**src/rtl/sdwr_pkg.sv**
```systemverilog
package sdwr_pkg;

    // Decoded command classes seen by the write engine
    typedef enum logic [1:0] {
        CMD_DESEL = 2'd0,
        CMD_NOP   = 2'd1,
        CMD_WRITE = 2'd2,
        CMD_OTHER = 2'd3
    } cmd_e;

    // BURST_CODE value that selects full-page operation
    localparam int BURST_FULL = 4;

endpackage

```
**src/rtl/sdwr_cmd_decode.sv**
```systemverilog
module sdwr_cmd_decode
    import sdwr_pkg::*;
(
    input  logic sel_n,
    input  logic rowstb_n,
    input  logic colstb_n,
    input  logic wrstb_n,
    output cmd_e cmd
);

    always_comb begin
        if (sel_n) begin
            cmd = CMD_DESEL;
        end else begin
            unique case ({rowstb_n, colstb_n, wrstb_n})
                3'b100:  cmd = CMD_WRITE;
                3'b111:  cmd = CMD_NOP;
                default: cmd = CMD_OTHER;
            endcase
        end
    end

endmodule

```
**src/rtl/sdwr_col_step.sv**
```systemverilog
module sdwr_col_step #(
    parameter int COL_W  = 8,
    parameter int LOG_BL = 2,
    parameter bit FULL   = 1'b0
) (
    input  logic [COL_W-1:0] cur,
    output logic [COL_W-1:0] nxt
);

    generate
        if (FULL) begin : g_page
            // whole column field counts, wrapping at the end of the page
            assign nxt = cur + 1'b1;
        end else if (LOG_BL == 0) begin : g_single
            assign nxt = cur;
        end else begin : g_block
            // only the in-block bits count; the block base is held
            logic [LOG_BL-1:0] low_inc;
            assign low_inc = cur[LOG_BL-1:0] + 1'b1;
            assign nxt     = {cur[COL_W-1:LOG_BL], low_inc};
        end
    endgenerate

endmodule

```
**src/rtl/sdwr_lane_gate.sv**
```systemverilog
module sdwr_lane_gate #(
    parameter int LANES = 2
) (
    input  logic [LANES-1:0] mask,
    output logic [LANES-1:0] en
);

    generate
        for (genvar i = 0; i < LANES; i++) begin : g_lane
            assign en[i] = ~mask[i];
        end
    endgenerate

endmodule

```
**src/rtl/sdwr_burst_engine.sv**
```systemverilog
module sdwr_burst_engine
    import sdwr_pkg::*;
#(
    parameter int DATA_W     = 16,
    parameter int COL_W      = 8,
    parameter int BANK_W     = 2,
    parameter int ADDR_W     = 12,
    parameter int AP_BIT     = 10,
    parameter int BURST_CODE = 2
) (
    input  logic                   clk,
    input  logic                   rst_n,
    input  logic                   sel_n,
    input  logic                   rowstb_n,
    input  logic                   colstb_n,
    input  logic                   wrstb_n,
    input  logic [ADDR_W-1:0]      addr_in,
    input  logic [BANK_W-1:0]      bank_in,
    input  logic [DATA_W-1:0]      din,
    input  logic [DATA_W/8-1:0]    byte_mask,
    output logic                   wr_slot,
    output logic [DATA_W/8-1:0]    wr_en,
    output logic [BANK_W-1:0]      wr_bank,
    output logic [COL_W-1:0]       wr_col,
    output logic [DATA_W-1:0]      wr_data,
    output logic                   pre_req,
    output logic [BANK_W-1:0]      pre_bank
);

    localparam bit FULL    = (BURST_CODE == BURST_FULL);
    localparam int LOG_BL  = FULL ? COL_W : BURST_CODE;
    localparam int LANES   = DATA_W / 8;
    localparam int LEFT_W  = 4;
    localparam logic [LEFT_W-1:0] LAST_CNT = LEFT_W'((1 << (FULL ? 0 : BURST_CODE)) - 1);

    typedef struct packed {
        logic              active;
        logic              ap;
        logic [BANK_W-1:0] bank;
        logic [COL_W-1:0]  col;
        logic [LEFT_W-1:0] left;
        logic              slot;
        logic [LANES-1:0]  en;
        logic [COL_W-1:0]  wcol;
        logic [BANK_W-1:0] wbank;
        logic [DATA_W-1:0] wdata;
        logic              pre;
        logic [BANK_W-1:0] pbank;
    } eng_t;

    eng_t q, d;

    cmd_e             cmd;
    logic [COL_W-1:0] start_col;
    logic [COL_W-1:0] start_next;
    logic [COL_W-1:0] run_next;
    logic [LANES-1:0] lane_en;
    logic             burst_on;
    logic             unused_addr;

    assign start_col   = addr_in[COL_W-1:0];
    assign unused_addr = ^addr_in;
    assign burst_on    = q.active;

    sdwr_cmd_decode u_dec (
        .sel_n    (sel_n),
        .rowstb_n (rowstb_n),
        .colstb_n (colstb_n),
        .wrstb_n  (wrstb_n),
        .cmd      (cmd)
    );

    sdwr_col_step #(.COL_W(COL_W), .LOG_BL(LOG_BL), .FULL(FULL)) u_step_new (
        .cur (start_col),
        .nxt (start_next)
    );

    sdwr_col_step #(.COL_W(COL_W), .LOG_BL(LOG_BL), .FULL(FULL)) u_step_run (
        .cur (q.col),
        .nxt (run_next)
    );

    sdwr_lane_gate #(.LANES(LANES)) u_lanes (
        .mask (byte_mask),
        .en   (lane_en)
    );

    always_comb begin
        d      = q;
        d.slot = 1'b0;
        d.en   = '0;
        d.pre  = 1'b0;
        unique case (cmd)
            CMD_WRITE: begin
                // new burst; any running one is dropped, including its precharge
                d.slot   = 1'b1;
                d.en     = lane_en;
                d.wcol   = start_col;
                d.wbank  = bank_in;
                d.wdata  = din;
                d.bank   = bank_in;
                d.ap     = addr_in[AP_BIT];
                d.col    = start_next;
                d.left   = LAST_CNT;
                d.active = FULL || (LAST_CNT != '0);
                if (!FULL && (LAST_CNT == '0) && addr_in[AP_BIT]) begin
                    d.pre   = 1'b1;
                    d.pbank = bank_in;
                end
            end
            CMD_NOP, CMD_DESEL: begin
                if (q.active) begin
                    d.slot  = 1'b1;
                    d.en    = lane_en;
                    d.wcol  = q.col;
                    d.wbank = q.bank;
                    d.wdata = din;
                    d.col   = run_next;
                    if (!FULL) begin
                        d.left = q.left - 1'b1;
                        if (q.left == LEFT_W'(1)) begin
                            d.active = 1'b0;
                            if (q.ap) begin
                                d.pre   = 1'b1;
                                d.pbank = q.bank;
                            end
                        end
                    end
                end
            end
            default: begin
                d.active = 1'b0;
            end
        endcase
    end

    always_ff @(posedge clk) begin
        if (!rst_n) begin
            q <= '0;
        end else begin
            q <= d;
        end
    end

    assign wr_slot  = q.slot;
    assign wr_en    = q.en;
    assign wr_bank  = q.wbank;
    assign wr_col   = q.wcol;
    assign wr_data  = q.wdata;
    assign pre_req  = q.pre;
    assign pre_bank = q.pbank;

endmodule

```
**config.mk**
```make
export PLATFORM = sky130hd
export DESIGN_NAME = sdwr_burst_engine
export DESIGN_NICKNAME = d
export VERILOG_FILES = /design/src/rtl/sdwr_pkg.sv /design/src/rtl/sdwr_cmd_decode.sv /design/src/rtl/sdwr_col_step.sv /design/src/rtl/sdwr_lane_gate.sv /design/src/rtl/sdwr_burst_engine.sv
export SDC_FILE = /design/constraint.sdc
export NUM_CORES = 1
export LEC_CHECK = 0
export ABC_AREA = 1
export BUFFER_PORTS_ARGS = -buffer_cell sky130_fd_sc_hd__buf_2
export CAP_MARGIN = 20
export CORE_AREA = 2 2 78 80
export CTS_BUF_LIST = sky130_fd_sc_hd__clkbuf_2
export CTS_CLUSTER_DIAMETER = 120
export DETAILED_ROUTE_END_ITERATION = 7
export DIE_AREA = 0 0 80 82
export GPL_TIMING_DRIVEN = 0
export HOLD_SLACK_MARGIN = 0.08
export PLACE_DENSITY_LB_ADDON = 0.15
export SLEW_MARGIN = 30
export SYNTH_ARGS = -nofsm -noshare
export SYNTH_HDL_FRONTEND = slang
export SYNTH_HIERARCHICAL = 1
export SYNTH_SLANG_ARGS = --single-unit
```
**constraint.sdc**
```tcl
create_clock -name clk -period 2 [get_ports clk]
set_clock_uncertainty 0.15 [all_clocks]
set_input_delay 0.1 -clock clk [delete_from_list [all_inputs] [get_ports clk]]
set_output_delay 0.1 -clock clk [all_outputs]
set_load 0.03 [all_outputs]
```
# Yosys cells after proc, flatten, opt, wreduce, memory -nomap -nowiden

Cells that the tools add are included.

Register bits: 48
Bits of input ports: 38
Logic and storage cells: 41

Add/sub/neg operators: 3
Eq/ne operators: 6
Multiplexer cells: 9
Bitwise gates (word level): 3
Reduce and logical (&&, ||, !) cells: 7

Operator list:

| kind                                             | count |
|---|---|
| one-hot mux 41 bit (2 select lines)              | 1 |
| two-way mux 38 bit                               | 1 |
| AND reduction 4 bit                              | 2 |
| == test 3 bit, second input constant             | 2 |
| two-way mux 3 bit                                | 2 |
| adder 2 x 1 -> 2 bit, second input constant      | 2 |
| == test 4 x 1 -> 1 bit, second input constant    | 1 |
| one-hot mux 2 bit (2 select lines)               | 1 |
| AND reduction 2 bit                              | 2 |
| subtractor 4 x 1 -> 4 bit, second input constant | 1 |
| NOT 1 bit                                        | 3 |
| == test 2 x 1 -> 1 bit, second input constant    | 1 |
| == test 2 bit, second input constant             | 1 |
| zero test 2 bit                                  | 1 |
| two-way mux 1 bit                                | 2 |
| two-way mux 2 bit                                | 1 |
| != test 2 bit, second input constant             | 1 |
| one-hot mux 1 bit (2 select lines)               | 1 |
| nonzero test 2 bit                               | 1 |
| OR reduction 2 bit                               | 1 |

# Longest topological paths before layout

Word-level depth: 7
Depth in mapped cells: 10
Mapped depth without buffers: 9

# By module

The synthesis kept the hierarchy.

By module, submodules not included:

| module            | instances | cells each | area each (sq um) |
|---|---|---|---|
| sdwr_burst_engine | 1         | 313        | 2248.4 |
| sdwr_col_step     | 2         | 11         | 66.3 |
| sdwr_cmd_decode   | 1         | 6          | 25.0 |
| sdwr_lane_gate    | 1         | 2          | 7.5 |

# Worst setup path before layout

No wires, ideal clock.

Kind: in2reg
From: in colstb_n
To: reg q (netlist bit wr_data[10])
Arrival: 0.998 ns
Setup slack: 0.736 ns
Stages: 8
Path buffers: 1
Path through: nor2_1 > a21oi_1 > inv_2 > nand2_1 > nand2_2 > buf_4 > o21ai_0 > nor2_1

Word-level cells in the longest chain between the ends: 7
Elaborated cells on any way between the ends: 12
Those cells by class: 5 x eq/ne; 3 x mux; 4 x reduce/logical

RTL lines:

| element                                                              | RTL line                 | RTL |
|---|---|---|
| start: declaration                                                   | sdwr_burst_engine.sv:15  | `input logic colstb_n,` |
| == test 3 bit                                                        | sdwr_cmd_decode.sv:15    | `unique case ({rowstb_n, colstb_n, wrstb_n})` |
| one-hot mux 2 bit (2 select lines) (*)                               | sdwr_cmd_decode.sv:15    |  |
| two-way mux 2 bit (*)                                                | sdwr_cmd_decode.sv:12    | `if (sel_n) begin` |
| named net cmd[0]                                                     | sdwr_burst_engine.sv:53  | `cmd_e cmd;` |
| == test 2 x 1 -> 1 bit or zero test 2 bit (tied branches)            | sdwr_burst_engine.sv:93  | `unique case (cmd)` |
| OR reduction 2 bit                                                   | sdwr_burst_engine.sv:93  |  |
| != test 2 bit (no source line) or nonzero test 2 bit (tied branches) | -                        |  |
| AND reduction 2 bit (no source line)                                 | -                        |  |
| end signal: assignment                                               | sdwr_burst_engine.sv:139 | `q <= '0;` |
| end signal: assignment                                               | sdwr_burst_engine.sv:141 | `q <= d;` |
| end: declaration                                                     | sdwr_burst_engine.sv:51  | `eng_t q, d;` |

Mark *: on every way through the listed nets, which the timed path passes. The rest lies on a longest branch. The select of a mux whose other input is x is not followed.
A chain may end at the register's enable or synchronous reset.

==> flow_summary.yaml <==
status:
  status: "finished clean"
logic_synthesis:
  ys_seq_area_share_pct: 39.8
  mappedNetlistArea_mm2: 0.00241
  syn_inst: 343
  synth-main-ff-cell: "dfxtp_1"
  yosysUniqueCellTypes: 17
  ys_warn_count: 6
  syn-num-nets: 383
  ys_ff_latch: 48
  synth_edf_count: 0
  async_flop_share_pct: 0
  synth_area_per_cell_um2: 7.04
floorplan:
  fp.dieH_um: 82
  initial_core_util_pct: 42.0
  core_area_mm2: 0.00575
  num_rows: 28
  io-pin-count: 70
  dieArea_mm2: 0.00656
  fp.dieW_um: 80
sta:
  hold_viol_final: 0
  fin_crit_ns: 1.82
  hold-worst-slack_ns: 0.105
  setup-violations-final: 0
  fin_tns_setup_ns: 0
  finalMaxSlewViolations: 0
  relSlewSlack_pct: 64.7
  rsz0062_at_grt: "false"
  period_share_pct: 90.8
  worst_pin_slew_ns: 0.530
  max_freq_mhz: 550
global_routing:
  antenna_found_initial: 0
  grt_pass1_wl_um: 9650
  overflow: 0
  globalRouteTotalUtil_pct: 18.7
  grt_max_degree: 16
  grt_pass1_vias: 2258
clock_tree:
  cts_buffer_depth: 2
  clkTransAtPathRegs_ns: 0.25
  cts-root-buf: "clkbuf_2"
  cts.sinks: 48
  cts_resized: 0
  htreeDepth: 2
  tritoncts: "yes"
  clkLatencyLatePin_ns: 0.44
  cts_buffers: 5
finish:
  num-nets-final: 491
  mostFrequentLayoutCell: "buf_2"
  num-fill-cells: 599
  layout-drive-gt1-share_pct: 29.9
  stdcell_count: 527
  regArea_um2: 961
  utilization_pct: 56.3
  multi_input_area_um2: 901
  most-common-layout-cells: "buf_2 (75), nand3_1 (58), dfxtp_1 (48), nor2_1 (47), buf_4 (43)"
  syn_to_final_growth_pct: 34.1
  diodes: 0
drt:
  wire_per_inst_um: 10.9
  drc: 0
  via_per_inst: 4.57
  drt_iter0_drc: 106
  antenna_left: 0
  dr_total_vias: 2411
  wirelength_um: 5730
  dr.pass1.iters: 4
worst_setup_path:
  crit_path_end_kind: "register"
  rrSetupSlack_ns: 0.28
  worstReg2RegStart: "burst_on"
  cp-startpoint: "rst_n"
  crit_type: "input pin to register"
  r2r_cells: 6
  startpoint_type: "input pin"
  crit_arrival_ns: 2.07
  endpoint: "wr_data[0]"
  rr_endpoint: "wr_data[0]"
  cp_max_fo: 10
  crit_required_ns: 2.26
power_and_ir_drop:
  p_leak_nw: 1.66
  clkPwrFrac_pct: 20.1
  power_frac_seq_pct: 53.1
  p_per_area_mw_per_mm2: 617
  combinationalPowerShare_pct: 26.8
  internal_power_mw: 1.34
  p_sw_share_pct: 32.8
  switching_power_uw: 655
  ir_drop_v: 0.000426
place:
  port_buffers: 65
  dp.cells: 483
  place_congestion: 0.815
  detailed_place_hpwl_um: 3830
hold_path:
  hold_class: "input pin to register"
flow_run:
  cap_violations: 0
area by class of cell:
| type | instances | share of cell area (%) |
|---|---|---|
| timing repair buffer | 101 | 21.2 |
| clock buffer | 5 | 0.773 |
| clock inverter | 3 | 0.580 |
| tap | 75 | 2.90 |
| buffer | 59 | 12.4 |
| inverter | 39 | 4.60 |
| multi-input combinational | 197 | 27.8 |
| sequential | 48 | 29.7 |
synthesized netlist by cell type, types with 3 or more instances:
library cell | count | share of area, %
nor2_1 | 47 | 7.3
inv_1 | 34 | 5.3
nand4_1 | 3 | 0.78
nand3_1 | 58 | 12
inv_2 | 4 | 0.62
buf_2 | 10 | 2.1
buf_4 | 43 | 13
nand2_2 | 4 | 1.0
clkbuf_1 | 5 | 0.78
dfxtp_1 | 48 | 40
o21ai_1 | 8 | 1.7
nand2_1 | 40 | 6.2
a21oi_1 | 25 | 5.2
o21ai_0 | 10 | 2.1
through the flow:
| step | cell area (um2) | total power [mW] | worst slack [ns] |
|---|---|---|---|
| after global placement | 2830 | 1.56 | 0.360 |
| after global routing | 3240 | 2.11 | 0.134 |
| after CTS | 3240 | 2.02 | 0.241 |
| final | 3240 | 2.00 | 0.183 |
| after detailed placement | 2830 | 1.56 | 0.368 |
| after floorplan | 2410 | 1.43 | 0.736 |
power groups by stage:
stage	Combinational, mW	Sequential, mW	Clock (mW)
3_3_place_gp	0.478	1.08	0
6_report	0.535	1.06	0.402
4_1_cts	0.535	1.06	0.424
2_1_floorplan	0.355	1.07	0
3_5_place_dp	0.481	1.08	0
5_1_grt	0.593	1.07	0.448
logic make-up after synthesis:
logic type                 share of synthesized area (%)
buffers and inverters                               22.9
adders and majority gates                           1.04
DFF                                                 39.8
AOI/OAI and AO/OA                                   8.92
and+or+nand+nor                                     27.4
sequential cells by signal (all words and copies together) (netlist names):
| name | cells |
|---|---|
| pre_req | 1 |
| wr_bank | 2 |
| wr_en | 2 |
| burst_on | 1 |
| wr_data | 16 |
| wr_col | 8 |
| pre_bank | 2 |
| q | 15 |
| wr_slot | 1 |
worst min-delay path by stage:
stage / start / end / slack (ns) / cells past startpoint
after floorplan: din[0] / wr_data[0] / 0.08 / 2
after global placement: din[9] / wr_data[9] / 0.17 / 3
after detailed placement: byte_mask[0] / wr_en[0] / 0.18 / 4
after CTS: sel_n / wr_col[3] / 0.09 / 7
after global routing: sel_n / wr_col[4] / 0.18 / 7
final: sel_n / q[42] / 0.10 / 7
worst max-delay path, stage by stage:
cell and delay [ns]:
dlygate4sd3_1 0.52, clkbuf_1 0.31, clkbuf_1 0.34, o21ai_0 0.14
nor2_1 0.10, dlygate4sd3_1 0.56
timing repair:
item                                   CTS  global route
buffers inserted                         0             0
hold buffers                            36             0
endpoints found under the hold margin   46             0
setup endpoints to repair                0             0
routing by layer:
metal,GRT usage [%],share of wire (%)
met1,21.8,44
met2,34.3,51
met3,4.07,4.0
met4,5.08,1.5
met5,0,0
Note: power is estimated with default switching activity, not from simulation.
